===== config.mk =====
export PLATFORM = sky130hd
export DESIGN_NAME = uart_dbuf_tx
export DESIGN_NICKNAME = d
export VERILOG_FILES = /design/src/rtl/uart_tx_pkg.sv /design/src/rtl/uart_tx_buf.sv /design/src/rtl/uart_tx_shift.sv /design/src/rtl/uart_dbuf_tx.sv
export SDC_FILE = /design/constraint.sdc
export NUM_CORES = 1
export LEC_CHECK = 0
export BUFFER_PORTS_ARGS = -buffer_cell sky130_fd_sc_hd__buf_4
export CELL_PAD_IN_SITES_DETAIL_PLACEMENT = 1
export CELL_PAD_IN_SITES_GLOBAL_PLACEMENT = 2
export CORE_MARGIN = 2
export CORE_UTILIZATION = 37
export CTS_CLUSTER_DIAMETER = 40
export DETAILED_ROUTE_END_ITERATION = 8
export PLACE_DENSITY_LB_ADDON = 0.1
export SYNTH_ARGS = -nofsm -noshare
export SYNTH_HDL_FRONTEND = slang
export SYNTH_SLANG_ARGS = --single-unit

===== constraint.sdc =====
create_clock -name clk_i -period 2.1 [get_ports clk_i]
set_clock_uncertainty 0.1 [all_clocks]
set_input_delay 0.42 -clock clk_i [delete_from_list [all_inputs] [get_ports clk_i]]
set_output_delay 0.42 -clock clk_i [all_outputs]
set_load 0.01 [all_outputs]

===== src/rtl/uart_tx_pkg.sv =====
package uart_tx_pkg;
  parameter int unsigned DEF_DATA_W = 8;
  parameter int unsigned DEF_OVS    = 16;

  typedef struct packed {
    logic full;
    logic busy;
  } tx_flags_t;
endpackage


===== src/rtl/uart_tx_buf.sv =====
module uart_tx_buf #(
  parameter int unsigned DATA_W = 8
) (
  input  logic              clk_i,
  input  logic              rst_ni,
  input  logic              wr_en_i,
  input  logic [DATA_W-1:0] wr_data_i,
  input  logic              take_i,
  input  logic              ovr_clr_i,
  output logic              full_o,
  output logic [DATA_W-1:0] data_o,
  output logic              ovr_o
);
  logic              full_q, ovr_q;
  logic [DATA_W-1:0] data_q;
  logic              wr_ok, wr_bad;

  assign wr_ok  = wr_en_i & ~full_q;
  assign wr_bad = wr_en_i &  full_q;

  always_ff @(posedge clk_i or negedge rst_ni) begin
    if (!rst_ni) begin
      full_q <= 1'b0;
      data_q <= '0;
      ovr_q  <= 1'b0;
    end else begin
      if (wr_ok) begin
        full_q <= 1'b1;
        data_q <= wr_data_i;
      end else if (take_i) begin
        full_q <= 1'b0;
      end
      // set beats clear
      if (wr_bad)         ovr_q <= 1'b1;
      else if (ovr_clr_i) ovr_q <= 1'b0;
    end
  end

  assign full_o = full_q;
  assign data_o = data_q;
  assign ovr_o  = ovr_q;


  ovr_set_chk: assert property (@(posedge clk_i) disable iff (!rst_ni)
    wr_en_i && full_q |=> ovr_q);

  buf_hold_chk: assert property (@(posedge clk_i) disable iff (!rst_ni)
    wr_en_i && full_q |=> data_q == $past(data_q));
endmodule


===== src/rtl/uart_tx_shift.sv =====
module uart_tx_shift #(
  parameter int unsigned DATA_W = 8,
  parameter int unsigned OVS    = 16
) (
  input  logic              clk_i,
  input  logic              rst_ni,
  input  logic              tick_i,
  input  logic              buf_full_i,
  input  logic [DATA_W-1:0] buf_data_i,
  input  logic              init_i,
  output logic              take_o,
  output logic              busy_o,
  output logic              done_o,
  output logic              tx_o
);
  localparam int unsigned FRAME_BITS = DATA_W + 2;
  localparam int unsigned BIT_W      = $clog2(FRAME_BITS);
  localparam int unsigned TICK_W     = (OVS > 1) ? $clog2(OVS) : 1;
  localparam logic [BIT_W-1:0]  LAST_BIT  = BIT_W'(FRAME_BITS - 1);
  localparam logic [TICK_W-1:0] LAST_TICK = TICK_W'(OVS - 1);

  logic              busy_q, done_q;
  logic [BIT_W-1:0]  bit_q;
  logic [TICK_W-1:0] tick_q;
  logic [DATA_W-1:0] sh_q;
  logic              bit_end, frame_end, init_ok;

  assign bit_end   = busy_q & (tick_q == LAST_TICK);
  assign frame_end = bit_end & (bit_q == LAST_BIT);
  assign init_ok   = init_i & ~buf_full_i;
  assign take_o    = tick_i & buf_full_i & (~busy_q | frame_end);

  always_ff @(posedge clk_i or negedge rst_ni) begin
    if (!rst_ni) begin
      busy_q <= 1'b0;
      done_q <= 1'b0;
      bit_q  <= '0;
      tick_q <= '0;
      sh_q   <= '0;
    end else begin
      done_q <= 1'b0;
      if (init_ok) begin
        busy_q <= 1'b0;
        bit_q  <= '0;
        tick_q <= '0;
      end else if (take_o) begin
        done_q <= busy_q;  // chained frame ends here
        busy_q <= 1'b1;
        bit_q  <= '0;
        tick_q <= '0;
        sh_q   <= buf_data_i;
      end else if (tick_i && busy_q) begin
        if (bit_end) begin
          tick_q <= '0;
          if (frame_end) begin
            busy_q <= 1'b0;
            done_q <= 1'b1;
          end else begin
            bit_q <= bit_q + 1'b1;
            if (bit_q != '0) sh_q <= sh_q >> 1;
          end
        end else begin
          tick_q <= tick_q + 1'b1;
        end
      end
    end
  end

  always_comb begin
    if (!busy_q)               tx_o = 1'b1;
    else if (bit_q == '0)      tx_o = 1'b0;
    else if (bit_q == LAST_BIT) tx_o = 1'b1;
    else                       tx_o = sh_q[0];
  end

  assign busy_o = busy_q;
  assign done_o = done_q;


  take_busy_chk: assert property (@(posedge clk_i) disable iff (!rst_ni)
    take_o |=> busy_q && !buf_full_i);

  init_idle_chk: assert property (@(posedge clk_i) disable iff (!rst_ni)
    init_i && !buf_full_i |=> !busy_q && tx_o && !done_q);

  done_single_chk: assert property (@(posedge clk_i) disable iff (!rst_ni)
    done_q |=> !done_q);
endmodule


===== src/rtl/uart_dbuf_tx.sv =====
module uart_dbuf_tx
  import uart_tx_pkg::*;
#(
  parameter int unsigned DATA_W = DEF_DATA_W,
  parameter int unsigned OVS    = DEF_OVS
) (
  input  logic              clk_i,
  input  logic              rst_ni,
  input  logic              baud_tick_i,
  input  logic              wr_en_i,
  input  logic [DATA_W-1:0] wr_data_i,
  input  logic              init_i,
  input  logic              ovr_clr_i,
  output logic              tx_o,
  output logic              buf_full_o,
  output logic              tx_busy_o,
  output logic              tx_done_o,
  output logic              overrun_o
);
  logic              take;
  logic [DATA_W-1:0] buf_data;
  tx_flags_t         flags;

  uart_tx_buf #(.DATA_W(DATA_W)) u_buf (
    .clk_i     (clk_i),
    .rst_ni    (rst_ni),
    .wr_en_i   (wr_en_i),
    .wr_data_i (wr_data_i),
    .take_i    (take),
    .ovr_clr_i (ovr_clr_i),
    .full_o    (flags.full),
    .data_o    (buf_data),
    .ovr_o     (overrun_o)
  );

  uart_tx_shift #(.DATA_W(DATA_W), .OVS(OVS)) u_shift (
    .clk_i      (clk_i),
    .rst_ni     (rst_ni),
    .tick_i     (baud_tick_i),
    .buf_full_i (flags.full),
    .buf_data_i (buf_data),
    .init_i     (init_i),
    .take_o     (take),
    .busy_o     (flags.busy),
    .done_o     (tx_done_o),
    .tx_o       (tx_o)
  );

  assign buf_full_o = flags.full;
  assign tx_busy_o  = flags.busy;


  idle_high_chk: assert property (@(posedge clk_i) disable iff (!rst_ni)
    !tx_busy_o |-> tx_o);
endmodule


==> metrics.md, run 1 <==
| Metric | Value |
|---|---|
| Detailed route wirelength on metal2 | 1481 um |
| Num CTS Buffers | 3 |
| Number of max-slew violations in the final report | 0 |
| Number of input and output port buffers inserted | 18 |
| Die width | 66.71 um |
| Multiplexer share of the synthesized area | around 11% |
| Transition at the pin with the smallest max-transition slack | 0.4454 ns |
| Top-Level Pins | 19 |
| Distinct cell type count after synthesis | 38 |
| Hold violation count in the final report | 0 |
| Number of vias after detailed routing | ~1100 |
| Number of global-route vias before repair | ~1100 |
| Slack of the worst reg-to-reg path | 0.27 ns |
| Row cnt | 22 |
| Overall global routing resource usage | between 10% and 20% |
| Hold WC Path Type | in2reg |
| Total nets after synthesis | 151 |
| Number of antenna violations at the first check in global routing | 0 |
| Worst hold path depth | 2 |
| Netlist area before placement | 1455 sq um |
| Reg-to-reg startpoint | u_shift.tick_q[0]$_DFFE_PN0P_ |
| Top layer in use | met4 |
| Synth Area in XOR/XNOR | 0% |
| Dominant combinational cell family by area after synthesis | compound AO/OA/AOI/OAI gates |
| Capture endpoint of the worst hold path | u_buf.ovr_o$_DFFE_PN0P_ |
| Maximum vdd ir drop | 0.0005017 V |
| Antenna Diode Count | 0 |
| Post-Syn Instances | 133 |
| Crit path from | u_shift.bit_q[0]$_DFFE_PN0P_ |
| Maximum achievable frequency | roughly 500 MHz |
| CTS tree | yes |
| Minimum clock period | 1.983 ns |
| Count of maximum capacitance violations | 0 |
| Launch point of the worst hold path | ovr_clr_i |
| Average detailed-routed wire length per instance | approximately 14 um |
| Portion of the clock cycle consumed by the worst path in the final layout | 94.44% |
| Synthesis warning total | 0 |
| Count of antenna-violating nets left after detailed routing | 0 |
| Global placement routability congestion | 0.7375 |
| Leak Pwr | 0.7820 nW |
| Routed Wire Length | 2956 um |
| Met3 Routed Length | 88 um |
| CTS clk-pin slew, worst paths | about 0.10 ns |
| Global route total overflow | 0 |
| DRT iter0 DRCs | 48 |
| Normalized max-slew margin | 70.24% |
| Critical Path Fanout Max | 4 |
| Total power after layout | 2.230 mW |
| Flop and latch count out of synthesis | 28 |
| PwrDens | roughly 1300 nW/um^2 |
| First-pass GRT wire length | 5099 um |
| RR Endpoint | u_shift.bit_q[3]$_DFFE_PN0P_ |
| Share of cells above drive strength 1 | 31.85% |
| Vias per std cell | ~5.2 |
| Starting Density | 39.16% |
| Router iterations before antenna repair | 4 |
| Core Footprint | approximately 3700 sq um |
| DRT met1 WL | 1341 um |
| DRC viols | 0 |
| Crit end category | primary output |
| Setup TNS Final | 0 ns |
| Result of the run | finished, final reports clean |
| Area overhead of the layout relative to synthesis | 17.89% |
| Depth of the worst register-to-register path | 6 |
| Worst skew pair latency | 0.27 ns |
| Final count of negative-setup-slack endpoints | 0 |
| H-tree levels | 1 |
| Clock sink total | 28 |
| Maximum number of pins on one net before global-route repair | 29 |
| HPWL Detailed | 2219 um |
| Kind of launch point of the worst setup path | register |
| RSZ-0062 raised after global routing | false |
| Worst EP required | 1.58 ns |
| Synthesized-area fraction occupied by ao, oa, aoi and oai cells | roughly 17% |
| Post-place setup slack | 0.2240 ns |
| Simple logic cell fraction of the synthesized area | between 15 and 20% |
| Number of nets in the final layout | 176 |
| Bufs on Longest Clock Path | 2 |
| Part of the Yosys area used for sequential elements | 48.15% |
| Chip Height | 66.71 um |
| Worst-case setup margin in the final layout | 0.1168 ns |
| CTS root buffer | sky130_fd_sc_hd__clkbuf_8 |
| Synth Area in Adders | 3.439% |
| Critical setup path kind | reg2out |
| Avg Cell Area, Syn | 10.94 sq um |
| Signal arrival time at the worst endpoint | 1.46 ns |
| DIE AREA | ~4500 sq um |
[cell usage after synthesis]
library cell                 n  area, sq um
sky130_fd_sc_hd__and4_4      1        11.26
sky130_fd_sc_hd__nand3_1     3        15.01
sky130_fd_sc_hd__nand2_4     1        11.26
sky130_fd_sc_hd__a21oi_2     3        26.28
sky130_fd_sc_hd__mux2_2      8        90.09
sky130_fd_sc_hd__or2_2       1        6.260
sky130_fd_sc_hd__a211oi_2    1        12.51
sky130_fd_sc_hd__and2_1      2        12.51
sky130_fd_sc_hd__a21o_1      1        7.510
sky130_fd_sc_hd__nor2_1      7        26.28
sky130_fd_sc_hd__nand2_1    11        41.29
sky130_fd_sc_hd__inv_1       7        26.28
sky130_fd_sc_hd__a21oi_1     8        40.04
sky130_fd_sc_hd__a21oi_4     1        16.27
sky130_fd_sc_hd__and4_1      1        8.760
sky130_fd_sc_hd__buf_6       3        33.78
sky130_fd_sc_hd__buf_2       1        5.000
sky130_fd_sc_hd__o221ai_1    1        8.760
sky130_fd_sc_hd__dfrtp_1    28        700.7
sky130_fd_sc_hd__nand4_2     1        12.51
sky130_fd_sc_hd__o22ai_1     2        12.51
sky130_fd_sc_hd__o21a_1      1        7.510
sky130_fd_sc_hd__o21ai_0     5        25.02
sky130_fd_sc_hd__o31ai_1     1        7.510
sky130_fd_sc_hd__o221ai_2    1        15.01
sky130_fd_sc_hd__buf_4       1        7.510
sky130_fd_sc_hd__a31oi_1     1        6.260
sky130_fd_sc_hd__nand2b_1    4        25.02
sky130_fd_sc_hd__o22a_1      1        8.760
sky130_fd_sc_hd__nor4bb_1    1        10.01
sky130_fd_sc_hd__nand3b_1    1        7.510
sky130_fd_sc_hd__ha_1        4        50.05
sky130_fd_sc_hd__o2bb2ai_1   2        17.52
sky130_fd_sc_hd__nor2b_1     3        18.77
sky130_fd_sc_hd__nor2_2      2        12.51
sky130_fd_sc_hd__o21ai_1     5        25.02
sky130_fd_sc_hd__mux2i_1     7        70.07
sky130_fd_sc_hd__o21ai_4     1        16.27
[flip-flops by register name, indices dropped and copies added, names as in the netlist]
name	count
u_shift.done_o	1
u_buf.data_o	8
u_shift.bit_q	4
u_shift.busy_o	1
u_shift.sh_q	8
u_shift.tick_q	4
u_buf.full_o	1
u_buf.ovr_o	1
[per-stage QoR]
step           instance area [sq um]  cells  hold WS [ns]  utilization, %
6_report                        1715    205        0.2287           46.16
2_1_floorplan                   1455    133       0.02441               -
4_1_cts                         1692    202        0.2331           45.52
5_1_grt                         1715    205        0.2511           46.16
3_3_place_gp                    1627    197        0.2634           43.77
3_5_place_dp                    1627    197        0.2639           43.77
[cell type report]
type,count,area [sq um]
Fill cell,419,2001
Sequential cell,28,701.9
Multi-Input combinational cell,93,681.9
Timing Repair Buffer,25,190.2
Tap cell,48,60.06
Clock buffer,4,55.05
Inverter,7,26.28
[worst max-delay path by stage]
stage | end | slack [ns] | depth (start not counted)
floorplan | u_shift.sh_q[1]$_DFFE_PN0P_ | 0.48 | 7
global placement | u_shift.sh_q[5]$_DFFE_PN0P_ | 0.27 | 6
detailed placement | u_shift.sh_q[6]$_DFFE_PN0P_ | 0.22 | 6
CTS | tx_o | 0.02 | 6
global route | tx_o | 0.01 | 6
finish | tx_o | 0.12 | 6
[power breakdown]
group / switching, mW / internal [mW] / leakage, nW
clock network: 0.170 / 0.168 / 0.0288
logic: 0.463 / 0.461 / 0.432
registers: 0.196 / 0.772 / 0.321
[worst max-delay path, stage by stage (launching register included)]
cell	delay [ns]
sky130_fd_sc_hd__dfrtp_2	0.40
sky130_fd_sc_hd__inv_1	0.05
sky130_fd_sc_hd__ha_1	0.19
sky130_fd_sc_hd__nand2b_1	0.12
sky130_fd_sc_hd__a21oi_1	0.08
sky130_fd_sc_hd__o21ai_0	0.19
sky130_fd_sc_hd__buf_4	0.15
[placed cells by master, fill, tap and decap left out, types with 4 or more instances in the layout]
master / n
sky130_fd_sc_hd__nand2_1: 11
sky130_fd_sc_hd__nor2_1: 7
sky130_fd_sc_hd__nand2b_1: 4
sky130_fd_sc_hd__dfrtp_1: 27
sky130_fd_sc_hd__clkbuf_8: 4
sky130_fd_sc_hd__inv_1: 7
sky130_fd_sc_hd__mux2i_1: 7
sky130_fd_sc_hd__o21ai_1: 5
sky130_fd_sc_hd__buf_4: 24
sky130_fd_sc_hd__a21oi_1: 8
sky130_fd_sc_hd__mux2_2: 8
sky130_fd_sc_hd__ha_1: 4
sky130_fd_sc_hd__o21ai_0: 5
[logic make-up after synthesis]
logic type / count (synthesis)
flip-flops: 28
buffers and inverters: 12
adder cells (fa/ha/maj): 4
AO/OA/AOI/OAI: 35
AND/OR/NAND/NOR: 39
multiplexers: 15
[metal layers]
metal	global-route usage, %	vias up
li1	-	514
met1	18.14	528
met2	26.38	11
met3	3.378	5
met4	6.633	0
met5	0	-
[repair_timing]
item,CTS,global route
hold endpoints to repair,28,0
hold buffers,1,0
endpoints found under the setup margin,0,1
gates resized for setup,0,1
setup buffers,0,3
(Power assumes the default switching activity.)
==> run 2, diff against run 1 <==
--- a/config.mk
+++ b/config.mk
@@ -5,12 +5,12 @@
 export SDC_FILE = /design/constraint.sdc
 export NUM_CORES = 1
 export LEC_CHECK = 0
-export BUFFER_PORTS_ARGS = -buffer_cell sky130_fd_sc_hd__buf_4
+export BUFFER_PORTS_ARGS = -buffer_cell sky130_fd_sc_hd__buf_2
 export CELL_PAD_IN_SITES_DETAIL_PLACEMENT = 1
 export CELL_PAD_IN_SITES_GLOBAL_PLACEMENT = 2
-export CORE_MARGIN = 2
+export CORE_MARGIN = 10
 export CORE_UTILIZATION = 37
-export CTS_CLUSTER_DIAMETER = 40
+export CTS_CLUSTER_DIAMETER = 60
 export DETAILED_ROUTE_END_ITERATION = 8
 export PLACE_DENSITY_LB_ADDON = 0.1
 export SYNTH_ARGS = -nofsm -noshare
==> run 2 against run 1 <==
Effect of this change: utilization shrank 2.2 points; largest power group unchanged; largest cell class unchanged; total power shrank 0.11%; wire length shrank 1.3%; sequential power is essentially flat.
==> metrics.md, run 2 (same netlist as run 1, synthesis figures left out) <==
| Metric | Value |
|---|---|
| Result of the run | finished, final reports clean |
| Global Route met3 Usage | 2.268% |
| CTS clk-pin slew, worst paths | 0.10 ns |
| Normalized max-slew margin | between 50% and 60% |
| Critical setup path kind | reg2out |
| Bufs on Longest Clock Path | 2 |
| Die width | 82.71 um |
| Depth of the worst register-to-register path | 5 |
| Maximum number of pins on one net before global-route repair | 29 |
| Final count of negative-setup-slack endpoints | 0 |
| Vias per std cell | 5.095 |
| First-pass GRT wire length | 5188 um |
| Area overhead of the layout relative to synthesis | 13.16% |
| Overall global routing resource usage | 9.533% |
| CTS tree | yes |
| Minimum clock period | 1.982 ns |
| Worst-case hold slack | 0.05265 ns |
| Setup TNS Final | 0 ns |
| Signal arrival time at the worst endpoint | 1.46 ns |
| Number of antenna violations at the first check in global routing | 0 |
| Transition at the pin with the smallest max-transition slack | between 0.6 and 0.7 ns |
| Global placement routability congestion | 0.7119 |
| Count of maximum capacitance violations | 0 |
| Antenna Diode Count | 0 |
| DRC viols | 0 |
| Clock sink total | 28 |
| Number of global-route vias before repair | 1166 |
| Maximum vdd ir drop | roughly 0.00056 V |
| Chip Height | 82.71 um |
| Worst skew pair latency | 0.27 ns |
| Number of max-slew violations in the final report | 0 |
| Routed Wire Length | between 2000 and 3000 um |
| DRT iter0 DRCs | 40 |
| RR Endpoint | u_shift.sh_q[4]$_DFFE_PN0P_ |
| Core Footprint | approximately 3700 sq um |
| Most common cell after layout, fill and taps aside | sky130_fd_sc_hd__dfrtp_1 |
| Met1 Use GR | a little over a tenth |
| Number of nets in the final layout | 171 |
| Global route total overflow | 0 |
| Starting Density | 38.87% |
| Count of antenna-violating nets left after detailed routing | 0 |
| Kind of launch point of the worst setup path | register |
| Met2 Track Usage GR | 17.75% |
| H-tree levels | 1 |
| Leak Pwr | 0.7482 nW |
| Number of input and output port buffers inserted | 18 |
| DIE AREA | 6841 sq um |
| Share of cells above drive strength 1 | a little under a third |
| Critical Path Fanout Max | 4 |
| Most frequent cells in the layout | 27 x sky130_fd_sc_hd__dfrtp_1, 18 x sky130_fd_sc_hd__buf_2, 11 x sky130_fd_sc_hd__nand2_1, 8 x sky130_fd_sc_hd__a21oi_1, 8 x sky130_fd_sc_hd__mux2_2 |
| CTS root buffer | sky130_fd_sc_hd__clkbuf_8 |
| Top-Level Pins | 19 |
| Hold violation count in the final report | 0 |
| Num CTS Buffers | 3 |
| Crit end category | primary output |
| RSZ-0062 raised after global routing | false |
| Hold WC Path Type | in2async |
| Number of vias after detailed routing | 1019 |
| Router iterations before antenna repair | 4 |
| Average detailed-routed wire length per instance | 14.60 um |
| Maximum achievable frequency | 504.6 MHz |
| HPWL Detailed | about 2300 um |
| Worst EP required | 1.58 ns |
| PwrDens | 1353 nW/um^2 |
| Slack of the worst reg-to-reg path | 0.23 ns |
| Row cnt | 22 |
| Portion of the clock cycle consumed by the worst path in the final layout | 94.37% |
| Reg-to-reg startpoint | u_buf.full_o$_DFFE_PN0P_ |
| GR peak layer | met2 |
run 2: cell types whose count changed in the layout (fill, tap and decap cells not counted):
cell,before,now
sky130_fd_sc_hd__buf_4,24,2
sky130_fd_sc_hd__dlygate4sd3_1,1,0
sky130_fd_sc_hd__bufinv_16,0,1
sky130_fd_sc_hd__clkbuf_8,4,3
sky130_fd_sc_hd__buf_2,0,18
run 2: critical path, stage by stage, from the launching register on:
cell and delay [ns]:
sky130_fd_sc_hd__dfrtp_1 0.40, sky130_fd_sc_hd__inv_1 0.08, sky130_fd_sc_hd__ha_1 0.18, sky130_fd_sc_hd__nand2b_1 0.11, sky130_fd_sc_hd__a21oi_1 0.07, sky130_fd_sc_hd__o21ai_0 0.18
sky130_fd_sc_hd__buf_2 0.16
run 2: per-stage QoR:
step	utilization (%)	power, mW	area (sq um)	instances	worst slack [ns]
6_report	43.98	2.227	1647	200	0.1183
5_1_grt	43.98	2.432	1647	200	0.02128
4_1_cts	43.95	2.268	1645	200	0.04358
3_5_place_dp	42.05	1.836	1574	196	0.2059
3_3_place_gp	42.05	1.802	1574	196	0.2671
2_1_floorplan	-	1.632	1455	133	0.4817
run 2: worst max path at each step:
stage	to	cells past startpoint	slack [ns]	start
5_1_grt	tx_o	6	0.02	u_shift.bit_q[0]$_DFFE_PN0P_
6_report	tx_o	6	0.12	u_shift.bit_q[1]$_DFFE_PN0P_
3_3_place_gp	u_shift.sh_q[6]$_DFFE_PN0P_	5	0.27	u_buf.full_o$_DFFE_PN0P_
3_5_place_dp	u_shift.sh_q[4]$_DFFE_PN0P_	5	0.21	u_buf.full_o$_DFFE_PN0P_
4_1_cts	tx_o	6	0.04	u_shift.bit_q[0]$_DFFE_PN0P_
2_1_floorplan	u_shift.sh_q[1]$_DFFE_PN0P_	7	0.48	u_shift.bit_q[0]$_DFFE_PN0P_
run 2: cell type report:
| class | instances | area [sq um] |
|---|---|---|
| Inverter | 7 | 26.28 |
| Timing Repair Buffer | 20 | 105.1 |
| Clock buffer | 3 | 41.29 |
| Fill cell | 439 | 2097 |
| Multi-Input combinational cell | 93 | 681.9 |
| Clock inverter | 1 | 30.03 |
| Tap cell | 48 | 60.06 |
| Sequential cell | 28 | 701.9 |
run 2: report_power, final:
part           internal (mW)  total, mW  switching, mW
Clock                  0.255      0.426          0.171
Sequential             0.772      0.968          0.195
Combinational          0.392      0.834          0.441
run 2: repair_timing:
action | CTS | global route
hold buffers | 0 | 0
gates resized for setup | 0 | 1
setup buffers | 0 | 0
setup endpoints to repair | 0 | 1
run 2: metal layers:
metal  vias to the layer above  wire (um)
met2                        10       1583
li1                        506          -
met5                         -          0
met4                         0         22
met3                         2         76
met1                       501       1237
